==> config.mk <==
export PLATFORM = sky130hd
export DESIGN_NAME = ripple_fifo
export DESIGN_NICKNAME = d
export VERILOG_FILES = /design/src/rtl/rfifo_pkg.sv /design/src/rtl/rfifo_cell.sv /design/src/rtl/rfifo_chain.sv /design/src/rtl/rfifo_report.sv /design/src/rtl/ripple_fifo.sv
export SDC_FILE = /design/constraint.sdc
export NUM_CORES = 1
export LEC_CHECK = 0
export ABC_CLOCK_PERIOD_IN_PS = 1700
export BUFFER_PORTS_ARGS = -buffer_cell sky130_fd_sc_hd__buf_2
export CELL_PAD_IN_SITES_DETAIL_PLACEMENT = 0
export CELL_PAD_IN_SITES_GLOBAL_PLACEMENT = 1
export CORE_ASPECT_RATIO = 0.7
export CORE_MARGIN = 10
export CORE_UTILIZATION = 44
export DETAILED_ROUTE_END_ITERATION = 10
export GPL_TIMING_DRIVEN = 0
export PLACE_DENSITY = 0.92
export SYNTH_ARGS = -nofsm -noshare
export SYNTH_HDL_FRONTEND = slang
export SYNTH_SLANG_ARGS = --single-unit
==> constraint.sdc <==
create_clock -name clk -period 1.7 [get_ports clk]
set_input_delay 0.085 -clock clk [delete_from_list [all_inputs] [get_ports clk]]
set_output_delay 0.085 -clock clk [all_outputs]
set_load 0.02 [all_outputs]
==> src/rtl/rfifo_pkg.sv <==
package rfifo_pkg;

    // Result of one write attempt, as seen at the block edge.
    typedef enum logic [1:0] {
        ATT_NONE    = 2'b00,
        ATT_TAKEN   = 2'b01,
        ATT_REFUSED = 2'b10
    } attempt_e;

    // Per-cycle control of one cell.
    typedef struct packed {
        logic take_in;
        logic give_out;
        logic accept;
    } cell_ctl_t;

    // A middle cell can take a word when it is empty or when it is
    // passing its own word on in the same clock. The exit cell can take
    // a word only when it is empty.
    function automatic logic cell_accept(input logic full,
                                         input logic dn_accept,
                                         input logic is_last);
        return !full || (!is_last && dn_accept);
    endfunction

    function automatic attempt_e judge_attempt(input logic attempt,
                                               input logic no_room);
        if (!attempt)
            return ATT_NONE;
        else if (no_room)
            return ATT_REFUSED;
        else
            return ATT_TAKEN;
    endfunction

endpackage

==> src/rtl/rfifo_cell.sv <==
module rfifo_cell
    import rfifo_pkg::*;
#(
    parameter int WIDTH   = 8,
    parameter bit IS_LAST = 1'b0
) (
    input  logic             clk,
    input  logic             rst,
    input  logic             up_valid,
    input  logic [WIDTH-1:0] up_word,
    input  logic             dn_accept,
    output logic             accept,
    output logic             full,
    output logic [WIDTH-1:0] word
);

    cell_ctl_t ctl;

    always_comb begin
        ctl.give_out = full && dn_accept;
        ctl.accept   = cell_accept(full, dn_accept, IS_LAST);
        ctl.take_in  = up_valid && ctl.accept;
    end

    assign accept = ctl.accept;

    always_ff @(posedge clk) begin
        if (rst) begin
            full <= 1'b0;
            word <= '0;
        end else begin
            full <= ctl.take_in || (full && !ctl.give_out);
            if (ctl.take_in)
                word <= up_word;
        end
    end

endmodule

==> src/rtl/rfifo_chain.sv <==
module rfifo_chain
    import rfifo_pkg::*;
#(
    parameter int WIDTH = 8,
    parameter int DEPTH = 4
) (
    input  logic             clk,
    input  logic             rst,
    input  logic             wr_valid,
    input  logic [WIDTH-1:0] wr_data,
    input  logic             rd_req,
    output logic             room,
    output logic [DEPTH-1:0] full_vec,
    output logic [WIDTH-1:0] tail_word
);

    localparam int LAST = DEPTH - 1;

    logic [DEPTH-1:0] acc_vec;
    logic [DEPTH-1:0] upv_vec;
    logic [DEPTH-1:0] dna_vec;
    logic [WIDTH-1:0] words [DEPTH];
    logic [WIDTH-1:0] upw   [DEPTH];

    for (genvar g = 0; g < DEPTH; g++) begin : g_cell
        if (g == 0) begin : g_head
            assign upv_vec[g] = wr_valid;
            assign upw[g]     = wr_data;
        end else begin : g_body
            assign upv_vec[g] = full_vec[g-1];
            assign upw[g]     = words[g-1];
        end

        if (g == LAST) begin : g_tail
            assign dna_vec[g] = rd_req;
        end else begin : g_link
            assign dna_vec[g] = acc_vec[g+1];
        end

        rfifo_cell #(
            .WIDTH  (WIDTH),
            .IS_LAST(g == LAST)
        ) u_cell (
            .clk      (clk),
            .rst      (rst),
            .up_valid (upv_vec[g]),
            .up_word  (upw[g]),
            .dn_accept(dna_vec[g]),
            .accept   (acc_vec[g]),
            .full     (full_vec[g]),
            .word     (words[g])
        );
    end

    assign room      = acc_vec[0];
    assign tail_word = words[LAST];

endmodule

==> src/rtl/rfifo_report.sv <==
module rfifo_report
    import rfifo_pkg::*;
#(
    parameter int DEPTH = 4
) (
    input  logic             wr_valid,
    input  logic             room,
    input  logic [DEPTH-1:0] full_vec,
    output logic             wr_ok,
    output logic             wr_alarm
);

    attempt_e verdict;

    always_comb begin
        verdict  = judge_attempt(wr_valid, &full_vec);
        wr_alarm = (verdict == ATT_REFUSED);
        wr_ok    = wr_valid && room;
    end

endmodule

==> src/rtl/ripple_fifo.sv <==
module ripple_fifo
    import rfifo_pkg::*;
#(
    parameter int WIDTH = 8,
    parameter int DEPTH = 4
) (
    input  logic             clk,
    input  logic             rst,
    input  logic             wr_valid,
    input  logic [WIDTH-1:0] wr_data,
    input  logic             rd_req,
    output logic [WIDTH-1:0] rd_data,
    output logic             out_valid,
    output logic             in_ready,
    output logic             wr_ok,
    output logic             wr_alarm
);

    logic             room;
    logic [DEPTH-1:0] full_vec;

    rfifo_chain #(
        .WIDTH(WIDTH),
        .DEPTH(DEPTH)
    ) u_chain (
        .clk      (clk),
        .rst      (rst),
        .wr_valid (wr_valid),
        .wr_data  (wr_data),
        .rd_req   (rd_req),
        .room     (room),
        .full_vec (full_vec),
        .tail_word(rd_data)
    );

    rfifo_report #(
        .DEPTH(DEPTH)
    ) u_report (
        .wr_valid(wr_valid),
        .room    (room),
        .full_vec(full_vec),
        .wr_ok   (wr_ok),
        .wr_alarm(wr_alarm)
    );

    assign out_valid = full_vec[DEPTH-1];
    assign in_ready  = !full_vec[0];

endmodule

# Word level (Yosys, flattened, before mapping)
# Index checks and enable logic that the tools add are counted.
[totals]
romBits = 0
input_bits = 12
memories = 0
latchBits = 0
wordCells = 36
regBits = 36
out_inout_bits = 12
ramBits = 0
[op_classes]
add_sub_neg = 0
div = 0
mul = 0
bitwise_logic = 0
order_cmp = 0
shift = 0
mux = 2
eq_ne = 1
n_reduce_logical = 25
[ops]
columns = ["op", "n"]
rows = [
  ["logical AND 1 bit", 9],
  ["logical NOT 1 bit", 8],
  ["logical OR 1 bit", 7],
  ["2-to-1 mux 2 bit", 2],
  ["AND reduction 4 bit", 1],
  ["== test 2 bit, second input constant", 1],
]

# Logic depth before layout (Yosys ltp)
[depth]
word_depth = 7
mapped_depth = 5
depth_no_buf = 3

# Modules after synthesis
# Synthesis repeated with hierarchy kept, for this count alone.
[hier_totals]
hier_cells = 168
area_unflattened_um2 = 1751.7
[by_module_without_submodules]
columns = ["mod", "cells_per_inst", "seq_area_each_um2", "area_each_um2", "n_inst"]
rows = [
  ["rfifo_cell at u_chain.g_cell[0].u_cell ...", 41, 180.2, 441.7, 3],
  ["rfifo_cell at u_chain.g_cell[3].u_cell", 40, 180.2, 402.9, 1],
  ["rfifo_report", 4, 0.0, 20.0, 1],
  ["ripple_fifo", 1, 0.0, 3.8, 1],
]

# Least setup slack after synthesis
# Ideal clock, no wire load.
[synth_path]
kind = "reg-to-reg"
from = "reg u_chain.g_cell[3].u_cell.full"
to = "reg u_chain.g_cell[0].u_cell.word[0]"
t_arrival_ns = 1.142
period_less_slack_ns = 1.273
required_ns = 1.569
setup_time_ns = 0.131
path_slack_ns = 0.427
path_stages_with_launch = 5
path_buffers = 1
path_cell_list = "dfxtp_1 -> buf_4 -> and3_4 -> a21oi_4 -> o21ai_0"
[synth_via]
elab_chain_cells = 5
[synth_lines]
columns = ["element", "line_no", "source"]
rows = [
  ["start, declared", "rfifo_cell.sv:13", "output logic full,"],
  ["start signal, assigned", "rfifo_cell.sv:32", "full <= ctl.take_in || (full && !ctl.give_out);"],
  ["logical NOT 1 bit", "rfifo_pkg.sv:23", "return !full || (!is_last && dn_accept);"],
  ["logical OR 1 bit (3 in a row)", "rfifo_pkg.sv:23", ""],
  ["logical AND 1 bit", "--", ""],
  ["named net wr_ok", "ripple_fifo.sv:15", "output logic wr_ok,"],
  ["end signal, assigned", "rfifo_cell.sv:34", "word <= up_word;"],
  ["end, declared", "rfifo_cell.sv:14", "output logic [WIDTH-1:0] word"],
]
# The timed path passes the listed nets, and every way through them passes these cells.
# A chain may end at the register's enable or synchronous reset.

# Worst setup path after layout
[layout_path]
from = "reg u_chain.g_cell[3].u_cell.full"
to = "out wr_ok"
[layout_via]
elab_chain_cells = 5
[layout_lines]
columns = ["element", "line_no", "source"]
rows = [
  ["logical NOT 1 bit", "rfifo_pkg.sv:23", ""],
  ["logical OR 1 bit (3 in a row)", "rfifo_pkg.sv:23", ""],
  ["logical AND 1 bit", "rfifo_report.sv:18", "wr_ok = wr_valid && room;"],
  ["end, declared", "ripple_fifo.sv:15", ""],
]
# Every way passes these cells.

==> impl_metrics.env <==
export IMPL_dp_hpwl_um=2100
export IMPL_yosys_warnings=0
export IMPL_fp_dieArea_um2=5890
export IMPL_drt_iter0_markers=40
export IMPL_path_max_fanout=9
export IMPL_finalMaxSlewViolations=0
export IMPL_finalHoldViolations=0
export IMPL_std_cell_rows=17
export IMPL_io_pins=24
export IMPL_worst_path_buf_inv=2
export IMPL_critPathKind="flip-flop to primary output"
export IMPL_grt_overflow=0
export IMPL_antenna_left=0
export IMPL_grt_pass1_wl_um=4770
export IMPL_firstDrtPassIters=4
export IMPL_synth_flop_cell="dfxtp_1"
export IMPL_clkTransAtPathRegs_ns=0.07
export IMPL_ys_ff_latch=36
export IMPL_crit_family="buffers and inverters"
export IMPL_grt_antenna_before_repair=0
export IMPL_power_density_nw_per_um2=1020
export IMPL_p_leak_nw=0.643
export IMPL_fin_nets=193
export IMPL_core_area_um2=3110
export IMPL_max_slew_margin=0.764
export IMPL_final_setup_worst_slack_ns=0.206
export IMPL_finalSetupViolCount=0
export IMPL_clk_latency_ns=0.28
export IMPL_rsz0062_at_grt="false"
export IMPL_drc_errors=0
export IMPL_synth_area_um2=1400
export IMPL_yosysMostFrequentCell="dfxtp_1"
export IMPL_synthTopCellsByArea="dfxtp_1 (51%), nand2_1 (8.6%), nand2b_1 (8.0%), a21oi_1 (7.1%), mux2i_1 (5.7%)"
export IMPL_end_kind="primary output"
export IMPL_ys_async_sr_fraction=0
export IMPL_yosys_cell_types_count=21
export IMPL_outcome="completed"
export IMPL_place_gp_congestion=0.689
export IMPL_synth_top_cell_area_share=0.513
export IMPL_ir_worst_vdd_mv=0.524
export IMPL_hold_class="input port to flip-flop"
export IMPL_yosysSeqAreaShare=0.513
export IMPL_ctsHoldBuffers=0
export IMPL_fillCellCount=305
export IMPL_cts_tree="built"
export IMPL_cts_sinks=36
export IMPL_grt_max_degree=13
export IMPL_synth_commonest_cells="dfxtp_1 (36), nand2_1 (32), a21oi_1 (20)"
export IMPL_cts_max_path_buffers=2
export IMPL_layout_drive_gt1_share=0.242
export IMPL_num_vias=1098
export IMPL_grt_usage=0.0979
export IMPL_fin_cells=220
export IMPL_drv_cap=0
export IMPL_synthesis_nets=164
export IMPL_cts_max_level=2
export IMPL_synth_largest_area_cell="dfxtp_1"
export IMPL_drt_total_wl_um=2690
export IMPL_fp_dieH_um=67.3
export IMPL_worstPathCellList="buf_4, and3_4, a21oi_4, buf_2"
export IMPL_cpMaxStageDelayCell="dfxtp_1"
export IMPL_initial_core_util=0.452
export IMPL_area_delta_synth_final_pct=19.2
export IMPL_cts_resized_gates=0
export IMPL_fmax_mhz=669
export IMPL_cpPeakStageDelay_ns=0.31
export IMPL_min_period_over_period=0.879
export IMPL_syn_avg_cell_area_um2=9.24
export IMPL_cts_buffers=5
export IMPL_synth_enable_flop_cells=0
export IMPL_crit_required_ns=1.62
export IMPL_tns_ns=0
export IMPL_min_period_ns=1.49
export IMPL_clock_skew_final_ns=0.00852
export IMPL_cp_arrival_ns=1.41
export IMPL_die_x_um=87.5
export IMPL_grt_pass1_vias=1122
export IMPL_post_cts_buffers=0
export IMPL_post_place_ws_ns=0.493
export IMPL_startpoint_type="flip-flop"
export IMPL_syn_inst=152
export IMPL_cts_root_buffer="clkbuf_8"
export IMPL_routedWlPerCell_um=12.2
export IMPL_worst_slew_pin_slew_ns=0.352
export IMPL_port_buffers=22
export IMPL_vias_per_cell=4.99
export IMPL_dp_cells=212
export IMPL_diodes=0
[registers in the layout, summed over array words and instances, names as in the netlist]
signal / cells
u_chain.g_cell.u_cell.full: 4
u_chain.g_cell.u_cell.word: 32
[cells by family (layout without fill, tap and decap cells)]
family                 Yosys count  count (layout)  synth area share
multiplexers                     8               8            0.0570
AND/OR/NAND/NOR                 65              65             0.260
buffers and inverters           12              42            0.0428
AO/OA/AOI/OAI                   31              31             0.127
flip-flops                      36              36             0.513
[final timing paths]
path / end / slack, ns / from / depth (start not counted)
setup / recovery: wr_ok / 0.21 / u_chain.g_cell[3].u_cell.full / 4
hold / removal: u_chain.g_cell[0].u_cell.word[2] / 0.07 / wr_data[2] / 3
setup reg to reg: u_chain.g_cell[0].u_cell.word[4] / 0.52 / u_chain.g_cell[3].u_cell.full / 4
hold reg to reg: u_chain.g_cell[3].u_cell.word[0] / 0.45 / u_chain.g_cell[3].u_cell.word[0] / 2
[power breakdown]
part	internal [mW]	switching, mW
combinational	0.0450	0.0566
sequential	0.863	0.00946
clock	0.434	0.293
total	1.34	0.359
[metal layers]
metal | vias to the layer above | global-route usage | wire (um)
li1 | 565 | - | -
met1 | 514 | 0.113 | 1270
met2 | 17 | 0.168 | 1300
met3 | 2 | 0.0385 | 122
met4 | 0 | 0.0238 | 7
met5 | - | 0 | 0
[layout by cell type, fill, tap and decap left out]
master / netlist / final
nand3_1: 1 / 1
a21boi_2: 1 / 1
clkinvlp_4: 0 / 1
a21bo_2: 1 / 1
mux2i_1: 8 / 8
dfxtp_1: 36 / 36
nor2b_1: 1 / 1
o21ai_0: 8 / 8
nand2_1: 32 / 32
clkbuf_1: 2 / 2
clkinv_2: 0 / 1
nor2_8: 1 / 1
buf_4: 2 / 2
nand4_2: 1 / 1
nand2b_1: 18 / 18
clkbuf_2: 1 / 1
inv_1: 2 / 2
a21oi_4: 1 / 1
clkbuf_8: 0 / 5
a21oi_1: 20 / 20
and3_4: 1 / 1
bufinv_16: 0 / 1
buf_2: 5 / 27
nor2_1: 2 / 2
nand4b_1: 8 / 8
[area by class of cell]
class | count | area [um2] | share of cell area
plain buffers | 10 | 52.6 | 0.0314
clock buffers | 5 | 68.8 | 0.0411
clock inverters | 3 | 42.5 | 0.0254
inverters | 2 | 7.51 | 0.00449
multi-input cells | 104 | 623 | 0.372
flip-flops and latches | 36 | 721 | 0.431
well taps | 38 | 47.5 | 0.0284
repair buffers | 22 | 110 | 0.0658
[stage by stage]
step / hold slack, ns / area, um2 / power [mW] / utilization
global placement: 0.338 / 1560 / 0.990 / 0.503
global route: 0.0681 / 1670 / 1.77 / 0.539
floorplan: 0.251 / 1400 / 0.962 / -
detailed placement: 0.355 / 1560 / 0.995 / 0.503
CTS: 0.0633 / 1670 / 1.72 / 0.539
finish: 0.0675 / 1670 / 1.70 / 0.539
[worst reg2reg max path, stage by stage (launching register included)]
cell,delay [ns]
dfxtp_1,0.31
buf_4,0.16
and3_4,0.21
a21oi_4,0.24
o21ai_0,0.13
(Power assumes the default switching activity.)
